$ cat src/rtl/mbox_msg_unit.sv
module mbox_msg_unit #(
  parameter int DATA_W = 32,
  parameter int NMSG   = 2,
  localparam int ADDR_W = $clog2(2*NMSG+4)
) (
  input  logic              clk,
  input  logic              rst_n,
  input  logic              host_wr_en,
  input  logic [ADDR_W-1:0] host_addr,
  input  logic [DATA_W-1:0] host_wdata,
  output logic [DATA_W-1:0] host_rdata,
  input  logic              loc_wr_en,
  input  logic [ADDR_W-1:0] loc_addr,
  input  logic [DATA_W-1:0] loc_wdata,
  output logic [DATA_W-1:0] loc_rdata,
  output logic              loc_irq,
  output logic              host_irq
);
  localparam int A_IST  = 2*NMSG;
  localparam int A_IMSK = 2*NMSG + 1;
  localparam int A_OST  = 2*NMSG + 2;
  localparam int A_OMSK = 2*NMSG + 3;

  logic [DATA_W-1:0] in_msg  [NMSG];
  logic [DATA_W-1:0] out_msg [NMSG];
  logic [NMSG-1:0]   in_stat, in_mask, out_stat, out_mask;
  logic [NMSG-1:0]   h_in_wr, l_out_wr;

  wire l_ist_wr  = loc_wr_en  && loc_addr  == ADDR_W'(A_IST);
  wire l_imsk_wr = loc_wr_en  && loc_addr  == ADDR_W'(A_IMSK);
  wire h_ost_wr  = host_wr_en && host_addr == ADDR_W'(A_OST);
  wire h_omsk_wr = host_wr_en && host_addr == ADDR_W'(A_OMSK);

  for (genvar i = 0; i < NMSG; i++) begin : g_slot
    assign h_in_wr[i]  = host_wr_en && host_addr == ADDR_W'(i);
    assign l_out_wr[i] = loc_wr_en  && loc_addr  == ADDR_W'(NMSG + i);

    always_ff @(posedge clk or negedge rst_n) begin
      if (!rst_n) begin
        in_msg[i]  <= '0;
        out_msg[i] <= '0;
      end else begin
        if (h_in_wr[i])  in_msg[i]  <= host_wdata;
        if (l_out_wr[i]) out_msg[i] <= loc_wdata;
      end
    end
  end

  wire [NMSG-1:0] in_clr  = l_ist_wr ? loc_wdata[NMSG-1:0]  : '0;
  wire [NMSG-1:0] out_clr = h_ost_wr ? host_wdata[NMSG-1:0] : '0;

  always_ff @(posedge clk or negedge rst_n) begin
    if (!rst_n) begin
      in_stat  <= '0;
      out_stat <= '0;
      in_mask  <= '0;
      out_mask <= '0;
      loc_irq  <= 1'b0;
      host_irq <= 1'b0;
    end else begin
      in_stat  <= (in_stat  & ~in_clr)  | h_in_wr;
      out_stat <= (out_stat & ~out_clr) | l_out_wr;
      if (l_imsk_wr) in_mask  <= loc_wdata[NMSG-1:0];
      if (h_omsk_wr) out_mask <= host_wdata[NMSG-1:0];
      loc_irq  <= |(in_stat  & ~in_mask);
      host_irq <= |(out_stat & ~out_mask);
    end
  end

  function automatic logic [DATA_W-1:0] rd_mux(input logic [ADDR_W-1:0] a);
    logic [DATA_W-1:0] v;
    v = '0;
    for (int i = 0; i < NMSG; i++) begin
      if (a == ADDR_W'(i))        v = in_msg[i];
      if (a == ADDR_W'(NMSG + i)) v = out_msg[i];
    end
    if (a == ADDR_W'(A_IST))  v = DATA_W'(in_stat);
    if (a == ADDR_W'(A_IMSK)) v = DATA_W'(in_mask);
    if (a == ADDR_W'(A_OST))  v = DATA_W'(out_stat);
    if (a == ADDR_W'(A_OMSK)) v = DATA_W'(out_mask);
    return v;
  endfunction

  assign host_rdata = rd_mux(host_addr);
  assign loc_rdata  = rd_mux(loc_addr);
endmodule


$ cat config.mk
export PLATFORM = sky130hd
export DESIGN_NAME = mbox_msg_unit
export DESIGN_NICKNAME = d
export VERILOG_FILES = /design/src/rtl/mbox_msg_unit.sv
export SDC_FILE = /design/constraint.sdc
export NUM_CORES = 1
export LEC_CHECK = 0
export BUFFER_PORTS_ARGS = -buffer_cell sky130_fd_sc_hd__buf_2
export CORE_MARGIN = 2
export CORE_UTILIZATION = 55
export DETAILED_ROUTE_END_ITERATION = 10
export GPL_ROUTABILITY_DRIVEN = 1
export PLACE_DENSITY_LB_ADDON = 0.3
export SYNTH_ARGS = -nofsm -noshare
export SYNTH_HDL_FRONTEND = slang
export SYNTH_SLANG_ARGS = --single-unit
$ cat constraint.sdc
create_clock -name clk -period 1.8 [get_ports clk]
set_input_delay 0.36 -clock clk [delete_from_list [all_inputs] [get_ports clk]]
set_output_delay 0.36 -clock clk [all_outputs]
set_load 0.01 [all_outputs]
==> results of run 1 <==
-- power groups by stage --
stage	clock [mW]	combinational [mW]	sequential (mW)
final	3.42	3.18	4.33
after detailed placement	0	2.47	4.36
after global placement	0	2.38	4.27
after global routing	3.61	3.37	4.41
after CTS	3.46	2.92	4.30
after floorplan	0	1.75	4.17
-- stage by stage --
stage / setup TNS, ns / setup WS, ns / std cells / instance area, µm² / util [%]
floorplan: 0 / 0.0729 / 491 / 7450 / -
global placement: -9.79 / -0.138 / 809 / 8590 / 64.9
detailed placement: -12.08 / -0.151 / 809 / 8590 / 64.9
CTS: -8.78 / -0.193 / 856 / 9660 / 72.9
global route: -11.12 / -0.256 / 869 / 9940 / 75.1
finish: -8.54 / -0.209 / 870 / 9940 / 75.1
-- worst max-delay path: cells and delay by family, from the launching register on --
family	cells	cell delay (ns)
buffers and inverters	1	0.16
DFF	1	0.40
and+or+nand+nor	1	0.08
AOI/OAI and AO/OA	3	0.58
-- repair_timing --
item / 4_1_cts / 5_1_grt
setup endpoints to repair: 64 / 64
buffers inserted: 14 / 13
endpoints found under the hold margin: 45 / 0
gates resized for setup: 85 / 41
pin swaps: 34 / 1
hold buffers: 1 / 0
-- layer usage --
layer	GRT usage (%)	routed length, µm
met3	7.45	1240
met4	9.88	330
met5	0	16
met2	47.3	10500
met1	36.4	7790
-- sequential cells by signal, indices dropped and copies added, names as in the netlist --
register,cells
in_mask,2
loc_irq,1
out_msg,64
in_msg,64
in_stat,2
out_stat,2
host_irq,1
out_mask,2
-- layout make-up --
cell class	instances	area (µm²)
multi-input combinational	310	3970
sequential	138	3450
fill	805	3300
timing repair buffer	208	1700
clock buffer	18	429
tap	176	220
clock inverter	14	149
inverter	5	18.8
antenna	1	2.50
-- worst min path at each step --
stage / depth (start not counted) / start / slack [ns] / end
floorplan: 0 / rst_n / 0.06 / host_irq$_DFF_PN0_
global placement: 1 / rst_n / 0.33 / host_irq$_DFF_PN0_
detailed placement: 1 / rst_n / 0.34 / in_mask[0]$_DFFE_PN0P_
CTS: 2 / host_wdata[30] / 0.16 / in_msg[30]$_DFFE_PN0P_
global route: 2 / host_wdata[15] / 0.16 / in_msg[47]$_DFFE_PN0P_
finish: 2 / host_wdata[26] / 0.17 / in_msg[26]$_DFFE_PN0P_
-- Yosys cell counts (3+ instances only) --
cell	instances
sky130_fd_sc_hd__o21ai_0	4
sky130_fd_sc_hd__and2_1	31
sky130_fd_sc_hd__buf_6	11
sky130_fd_sc_hd__nand3_1	3
sky130_fd_sc_hd__nor3_1	3
sky130_fd_sc_hd__clkbuf_1	7
sky130_fd_sc_hd__buf_4	10
sky130_fd_sc_hd__mux2_4	9
sky130_fd_sc_hd__inv_1	5
sky130_fd_sc_hd__dfrtp_1	138
sky130_fd_sc_hd__mux2i_1	4
sky130_fd_sc_hd__mux4_2	62
sky130_fd_sc_hd__mux2_2	123
sky130_fd_sc_hd__nand2_1	4
sky130_fd_sc_hd__buf_2	10
sky130_fd_sc_hd__nor2b_1	34
sky130_fd_sc_hd__a21oi_1	3
-- kinds of logic after synthesis --
| family | after synthesis | share of synthesized area [%] |
|---|---|---|
| AND/OR/NAND/NOR | 87 | 7.51 |
| flip-flops | 138 | 46.4 |
| AO/OA/AOI/OAI | 23 | 2.18 |
| buffers and inverters | 43 | 3.95 |
| multiplexers | 200 | 40.0 |
==> metrics.sh, run 1 <==
P_SW_SHARE_PCT=27.5
INTERNAL-POWER_mW=7.92
CLKPWRFRAC_PCT=31.3
FLOORPLAN.INITIALDENSITY_PCT=56.2
FIN_HOLD_WS_NS=0.170
YOSYS_MOST_USED_DFF='sky130_fd_sc_hd__dfrtp_1'
DESIGN.DIE.AREA_UM2=14500
WORSTREG2REGEND='out_mask[0]$_DFFE_PN0P_'
CELL_TYPE_WITH_THE_LARGEST_TOTAL_AREA_AFTER_SYNTHESIS='sky130_fd_sc_hd__dfrtp_1'
DRIVE_GT1_SHARE_PCT=70.9
CAP_VIOLATIONS=0
WORST_PIN_SLEW_NS=0.489
RSZ_0062_RAISED_AFTER_GLOBAL_ROUTING='yes'
MOST-COMMON-LAYOUT-CELLS='sky130_fd_sc_hd__dfrtp_1, sky130_fd_sc_hd__mux2_2, sky130_fd_sc_hd__buf_2'
DRT_ITER0_MARKERS=329
POWER.LEAKAGE_nW=4.43
GRTUSAGETOTAL_PCT=28.4
ROUTE.DETAILED.WL_PER_INST_UM=22.8
IRDROPWORSTVDD_uV=891
PWR_DENSITY_CELL_nW_PER_UM2=1100
CP-END-KIND='output port'
FINALWEIGHTEDCONGESTION=0.837
NETLIST_INSTANCES=491
REG2REG_DEPTH=3
VIOLATIONS='setup timing'
DIE_SPAN_X_UM=120
SETUP_VIOL=64
SYN-NUM-NETS=565
DP_HPWL_MM=12.7
FINAL_PERIOD_MINUS_WORST_SETUP_SLACK_NS=2.01
TIMING.FINAL.WS_SETUP_NS=-0.209
TIMING.CRITICAL_PATH.FROM_TYPE='register'
GRT_START_MAX_NET_PINS=49
WORST_SLEW_MARGIN_REL_PCT=67.4
HOLD_VIOL=0
PLACEABLECOREAREA_UM2=13200
WORST_PATH_LARGEST_CELL_DELAY_NS=0.40
NUM_IO_PINS=140
IO_BUFFER_COUNT=139
REPORT.FINAL.SLEW_VIOL_COUNT=0
ANTENNA_VIOLATING_NETS_LEFT=0
HOLD_CLASS='input pin to register'
YOSYSWARNINGCOUNT=0
VIA_DENSITY=5.98
POWER.COMBINATIONAL.FRACTION_PCT=29.1
CLOCK-SKEW-FINAL_NS=0.00489
SYNTH.AVG_CELL_AREA_UM2=15.2
SYNTH_TOP_CELL_AREA_SHARE_PCT=46.4
CLOCK_SINK_COUNT=138
MIN_PERIOD_OVER_PERIOD_PCT=112
POST_SYNTH_MAIN_AREA_CONTRIBUTORS='sky130_fd_sc_hd__dfrtp_1, sky130_fd_sc_hd__mux4_2, sky130_fd_sc_hd__mux2_2'
SYNTHARSTFLOPSHARE_PCT=100
VIAS_AFTER_DETAILED_ROUTING=5202
NNETSFINAL=754
YS_SEQ_AREA_SHARE_PCT=46.4
WORST-SETUP-PATH-TYPE='register to output port'
STD_CELL_ROWS=42
DIEHEIGHT_UM=120
ROOT_BUFFER='sky130_fd_sc_hd__clkbuf_16'
TRITONCTS='built'
WORST_SKEW_PAIR.LATE_LATENCY_NS=0.43
RUN_STATUS='finished, violations left'
CRIT_PATH_MAX_FANOUT=4
CTS-BUFFERS-INSERTED=17
REQUIRED_NS=1.44
DETAIL_ROUTE.DRC_VIOLATIONS=0
CLOCK_SLEW_SEEN_BY_THE_REGISTERS_OF_THE_WORST_SETUP_AND_HOLD_PATHS_NS=0.06
REPORT.POWER.TOTAL_mW=10.9
SEQ_POWER_SHARE_PCT=39.6
HTREE_LEVELS=4
WIRE_LENGTH_OF_THE_FIRST_GLOBAL_ROUTING_PASS_MM=30.6
WORSTPATHCELLLIST='nand2b_1 > a21boi_0 > o21ai_1 > a21oi_1 > buf_2'
R2R_SETUP_SLACK_NS=0.76
CLOCK_TREE.BUFFER_DEPTH=2
AGGREGATE_ROUTED_WIRE_LENGTH_MM=19.9
FIRST_GLOBAL_VIAS=5689
AREAGROWTHSYNTHTOFINISH_PCT=33.5
LIBRARY_CELL_CONTRIBUTING_THE_LARGEST_SINGLE_DELAY_ON_THE_CRITICAL_PATH='sky130_fd_sc_hd__dfrtp_1'
POST_SYNTH_INSTANCE_AREA_UM2=7450
MAX_CLOCK_FREQ_MHz=498
SWITCHINGPOWER_mW=3.01
SYNTH_EDF_COUNT=0
GLOBALROUTE.TOTALOVERFLOW=0
TIMING.CRITICAL_PATH.ARRIVAL_NS=1.65
NETLIST-CELL-TYPE-COUNT=36
MOST_COMMON_CELL_AFTER_LAYOUT_FILL_AND_TAPS_ASIDE='sky130_fd_sc_hd__dfrtp_1'
SOURCE_OF_THE_WORST_REGISTER_TO_REGISTER_TIMING_PATH='out_mask[0]$_DFFE_PN0P_'
YS_FF_LATCH=138
CRITICAL_PATH_DESTINATION='host_rdata[0]'
CRIT_PATH_START='in_mask[0]$_DFFE_PN0P_'
FIRST_PASS_ITERS=5
GRT_ANTENNA_BEFORE_REPAIR=1
No activity file was read; power rests on OpenSTA's default activity.
==> inputs of run 2 (changes only) <==
--- a/config.mk
+++ b/config.mk
@@ -11,6 +11,7 @@
 export DETAILED_ROUTE_END_ITERATION = 10
 export GPL_ROUTABILITY_DRIVEN = 1
 export PLACE_DENSITY_LB_ADDON = 0.3
+export RECOVER_POWER = 25
 export SYNTH_ARGS = -nofsm -noshare
 export SYNTH_HDL_FRONTEND = slang
 export SYNTH_SLANG_ARGS = --single-unit
==> metrics.sh, run 2 (synthesis gave the netlist of run 1 again) <==
PLACEMENT_CELL_AREA_UM2=8590
FINALWEIGHTEDCONGESTION=0.837
ROOT_BUFFER='sky130_fd_sc_hd__clkbuf_16'
TIMING.CRITICAL_PATH.FROM_TYPE='register'
CTS-BUFFERS-INSERTED=17
CLOCK_SINK_COUNT=138
ANTENNA_VIOLATING_NETS_LEFT=0
WORST_SLEW_MARGIN_REL_PCT=12.3
SEQCELLAREA_UM2=3450
REPORT.FINAL.SLEW_VIOL_COUNT=0
MIN_PERIOD_OVER_PERIOD_PCT=111
WORST_PATH_LARGEST_CELL_DELAY_NS=0.42
STDCELL_COUNT=870
GLOBALROUTE.TOTALOVERFLOW=0
DRIVE_GT1_SHARE_PCT=70.9
HTREE_LEVELS=4
FIRST_PASS_ITERS=4
CLKPWRFRAC_PCT=31.3
TOTALNEGATIVESETUPSLACK_NS=-8.37
VIA_DENSITY=5.96
SWITCHINGPOWER_mW=3.00
CLOCK_SLEW_SEEN_BY_THE_REGISTERS_OF_THE_WORST_SETUP_AND_HOLD_PATHS_NS=0.06
DETAIL_ROUTE.DRC_VIOLATIONS=0
RSZ_0062_RAISED_AFTER_GLOBAL_ROUTING='yes'
MAX_CLOCK_FREQ_MHz=502
DIEHEIGHT_UM=120
DP_HPWL_MM=12.7
ROUTE.DETAILED.WL_PER_INST_UM=22.8
POWER.LEAKAGE_nW=4.43
CRIT_PATH_START='in_mask[1]$_DFFE_PN0P_'
NUM_IO_PINS=140
LIBRARY_CELL_CONTRIBUTING_THE_LARGEST_SINGLE_DELAY_ON_THE_CRITICAL_PATH='sky130_fd_sc_hd__dfrtp_1'
DESIGN.DIE.AREA_UM2=14500
MULTI_INPUT_COMB_AREA_UM2=3970
POWER.COMBINATIONAL.FRACTION_PCT=29.1
GRT_START_MAX_NET_PINS=49
NNETSFINAL=754
CRIT_PATH_MAX_FANOUT=4
TIMING.FINAL.WS_SETUP_NS=-0.193
DRT_ITER0_MARKERS=345
FLOORPLAN.INITIALDENSITY_PCT=56.2
P_SW_SHARE_PCT=27.5
HOLD_CLASS='input pin to register'
VIOLATIONS='setup timing'
GRT_ANTENNA_BEFORE_REPAIR=1
POST-PLACE-CELLS=809
AGGREGATE_ROUTED_WIRE_LENGTH_MM=19.8
FIRST_GLOBAL_VIAS=5689
GRTUSAGETOTAL_PCT=28.4
CLOCK_TREE.BUFFER_DEPTH=2
RUN_STATUS='finished, violations left'
FINAL_PERIOD_MINUS_WORST_SETUP_SLACK_NS=1.99
POSTLAYOUTCELLAREA_UM2=9940
FILLERS=807
SOURCE_OF_THE_WORST_REGISTER_TO_REGISTER_TIMING_PATH='out_mask[0]$_DFFE_PN0P_'
WORST_PIN_SLEW_NS=1.31
TIMING.CRITICAL_PATH.ARRIVAL_NS=1.63
CAP_VIOLATIONS=0
TRITONCTS='built'
STD_CELL_ROWS=42
DIE_SPAN_X_UM=120
HOLD_VIOL=0
IRDROPWORSTVDD_uV=900
POST-ROUTE-UTIL_PCT=75.0
CP-END-KIND='output port'
CLOCK-SKEW-FINAL_NS=0.00231
MOST-COMMON-LAYOUT-CELLS='sky130_fd_sc_hd__dfrtp_1, sky130_fd_sc_hd__mux2_2, sky130_fd_sc_hd__buf_2'
AREAGROWTHSYNTHTOFINISH_PCT=33.4
HOLD_PATH_STARTPOINT='host_wdata[26]'
VIAS_AFTER_DETAILED_ROUTING=5181
PWR_DENSITY_CELL_nW_PER_UM2=1100
MOST_COMMON_CELL_AFTER_LAYOUT_FILL_AND_TAPS_ASIDE='sky130_fd_sc_hd__dfrtp_1'
SEQ_POWER_SHARE_PCT=39.6
PLACEABLECOREAREA_UM2=13200
REQUIRED_NS=1.44
SETUP_VIOL=64
IO_BUFFER_COUNT=139
INTERNAL-POWER_mW=7.92
REPORT.POWER.TOTAL_mW=10.9
WORST-SETUP-PATH-TYPE='register to output port'
LAYOUT_TOP_REGISTERS='in_msg x64, out_msg x64'
WORSTPATHCELLLIST='mux2_2 > a221oi_2 > o21ai_1 > buf_2'
WORST_SKEW_PAIR.LATE_LATENCY_NS=0.43
WIRE_LENGTH_OF_THE_FIRST_GLOBAL_ROUTING_PASS_MM=30.6
==> run 2: critical path: cells and delay by family, from the launching register on <==
family	cells	cell delay [ns]
AOI/OAI and AO/OA	2	0.34
muxes	1	0.29
DFF	1	0.42
buffers and inverters	1	0.16
==> run 2: per-stage QoR <==
step	hold slack (ns)	worst slack (ns)
2_1_floorplan	0.0644	0.0729
3_3_place_gp	0.334	-0.138
3_5_place_dp	0.339	-0.151
4_1_cts	0.159	-0.193
5_1_grt	0.160	-0.254
6_report	0.171	-0.193
==> run 2: area by class of cell <==
| cell class | instances | area share, % |
|---|---|---|
| diodes | 1 | 0.0252 |
| clock buffers | 18 | 4.32 |
| clock inverters | 14 | 1.50 |
| inverters | 5 | 0.189 |
| multi-input cells | 310 | 40.0 |
| flip-flops and latches | 138 | 34.8 |
| well taps | 176 | 2.22 |
| repair buffers | 208 | 17.0 |
==> run 2: repair_timing <==
action / 4_1_cts / 5_1_grt
setup buffers: 14 / 13
endpoints found under the hold margin: 45 / 0
cloned: 0 / 0
resized for setup: 85 / 41
pin swaps: 34 / 1
hold buffers: 1 / 0
endpoints found under the setup margin: 64 / 64
==> run 2: power by group through the flow <==
stage / Sequential (mW) / Combinational, mW / Clock [mW]
after detailed placement: 4.36 / 2.47 / 0
after global placement: 4.27 / 2.38 / 0
after CTS: 4.30 / 2.92 / 3.46
after floorplan: 4.17 / 1.75 / 0
after global routing: 4.41 / 3.37 / 3.61
final: 4.33 / 3.17 / 3.42
==> run 2: path summary, 6_finish.rpt <==
check,to,slack (ns),cells after the start
min,in_msg[26]$_DFFE_PN0P_,0.17,2
min in group asynchronous,host_irq$_DFF_PN0_,0.77,2
max,loc_rdata[1],-0.19,4
max reg2reg,out_mask[0]$_DFFE_PN0P_,0.76,3
min reg2reg,in_msg[6]$_DFFE_PN0P_,0.52,1
max in group asynchronous,in_msg[11]$_DFFE_PN0P_,0.19,3
==> run 2: per-layer routing <==
metal | GRT usage (%) | vias up | wire, µm | share of wire (%)
met5 | 0 | - | 16 | 0.081
met2 | 47.3 | 185 | 10500 | 53
met3 | 7.45 | 38 | 1260 | 6.4
met4 | 9.88 | 2 | 335 | 1.7
met1 | 36.4 | 2715 | 7710 | 39
li1 | - | 2241 | - | -
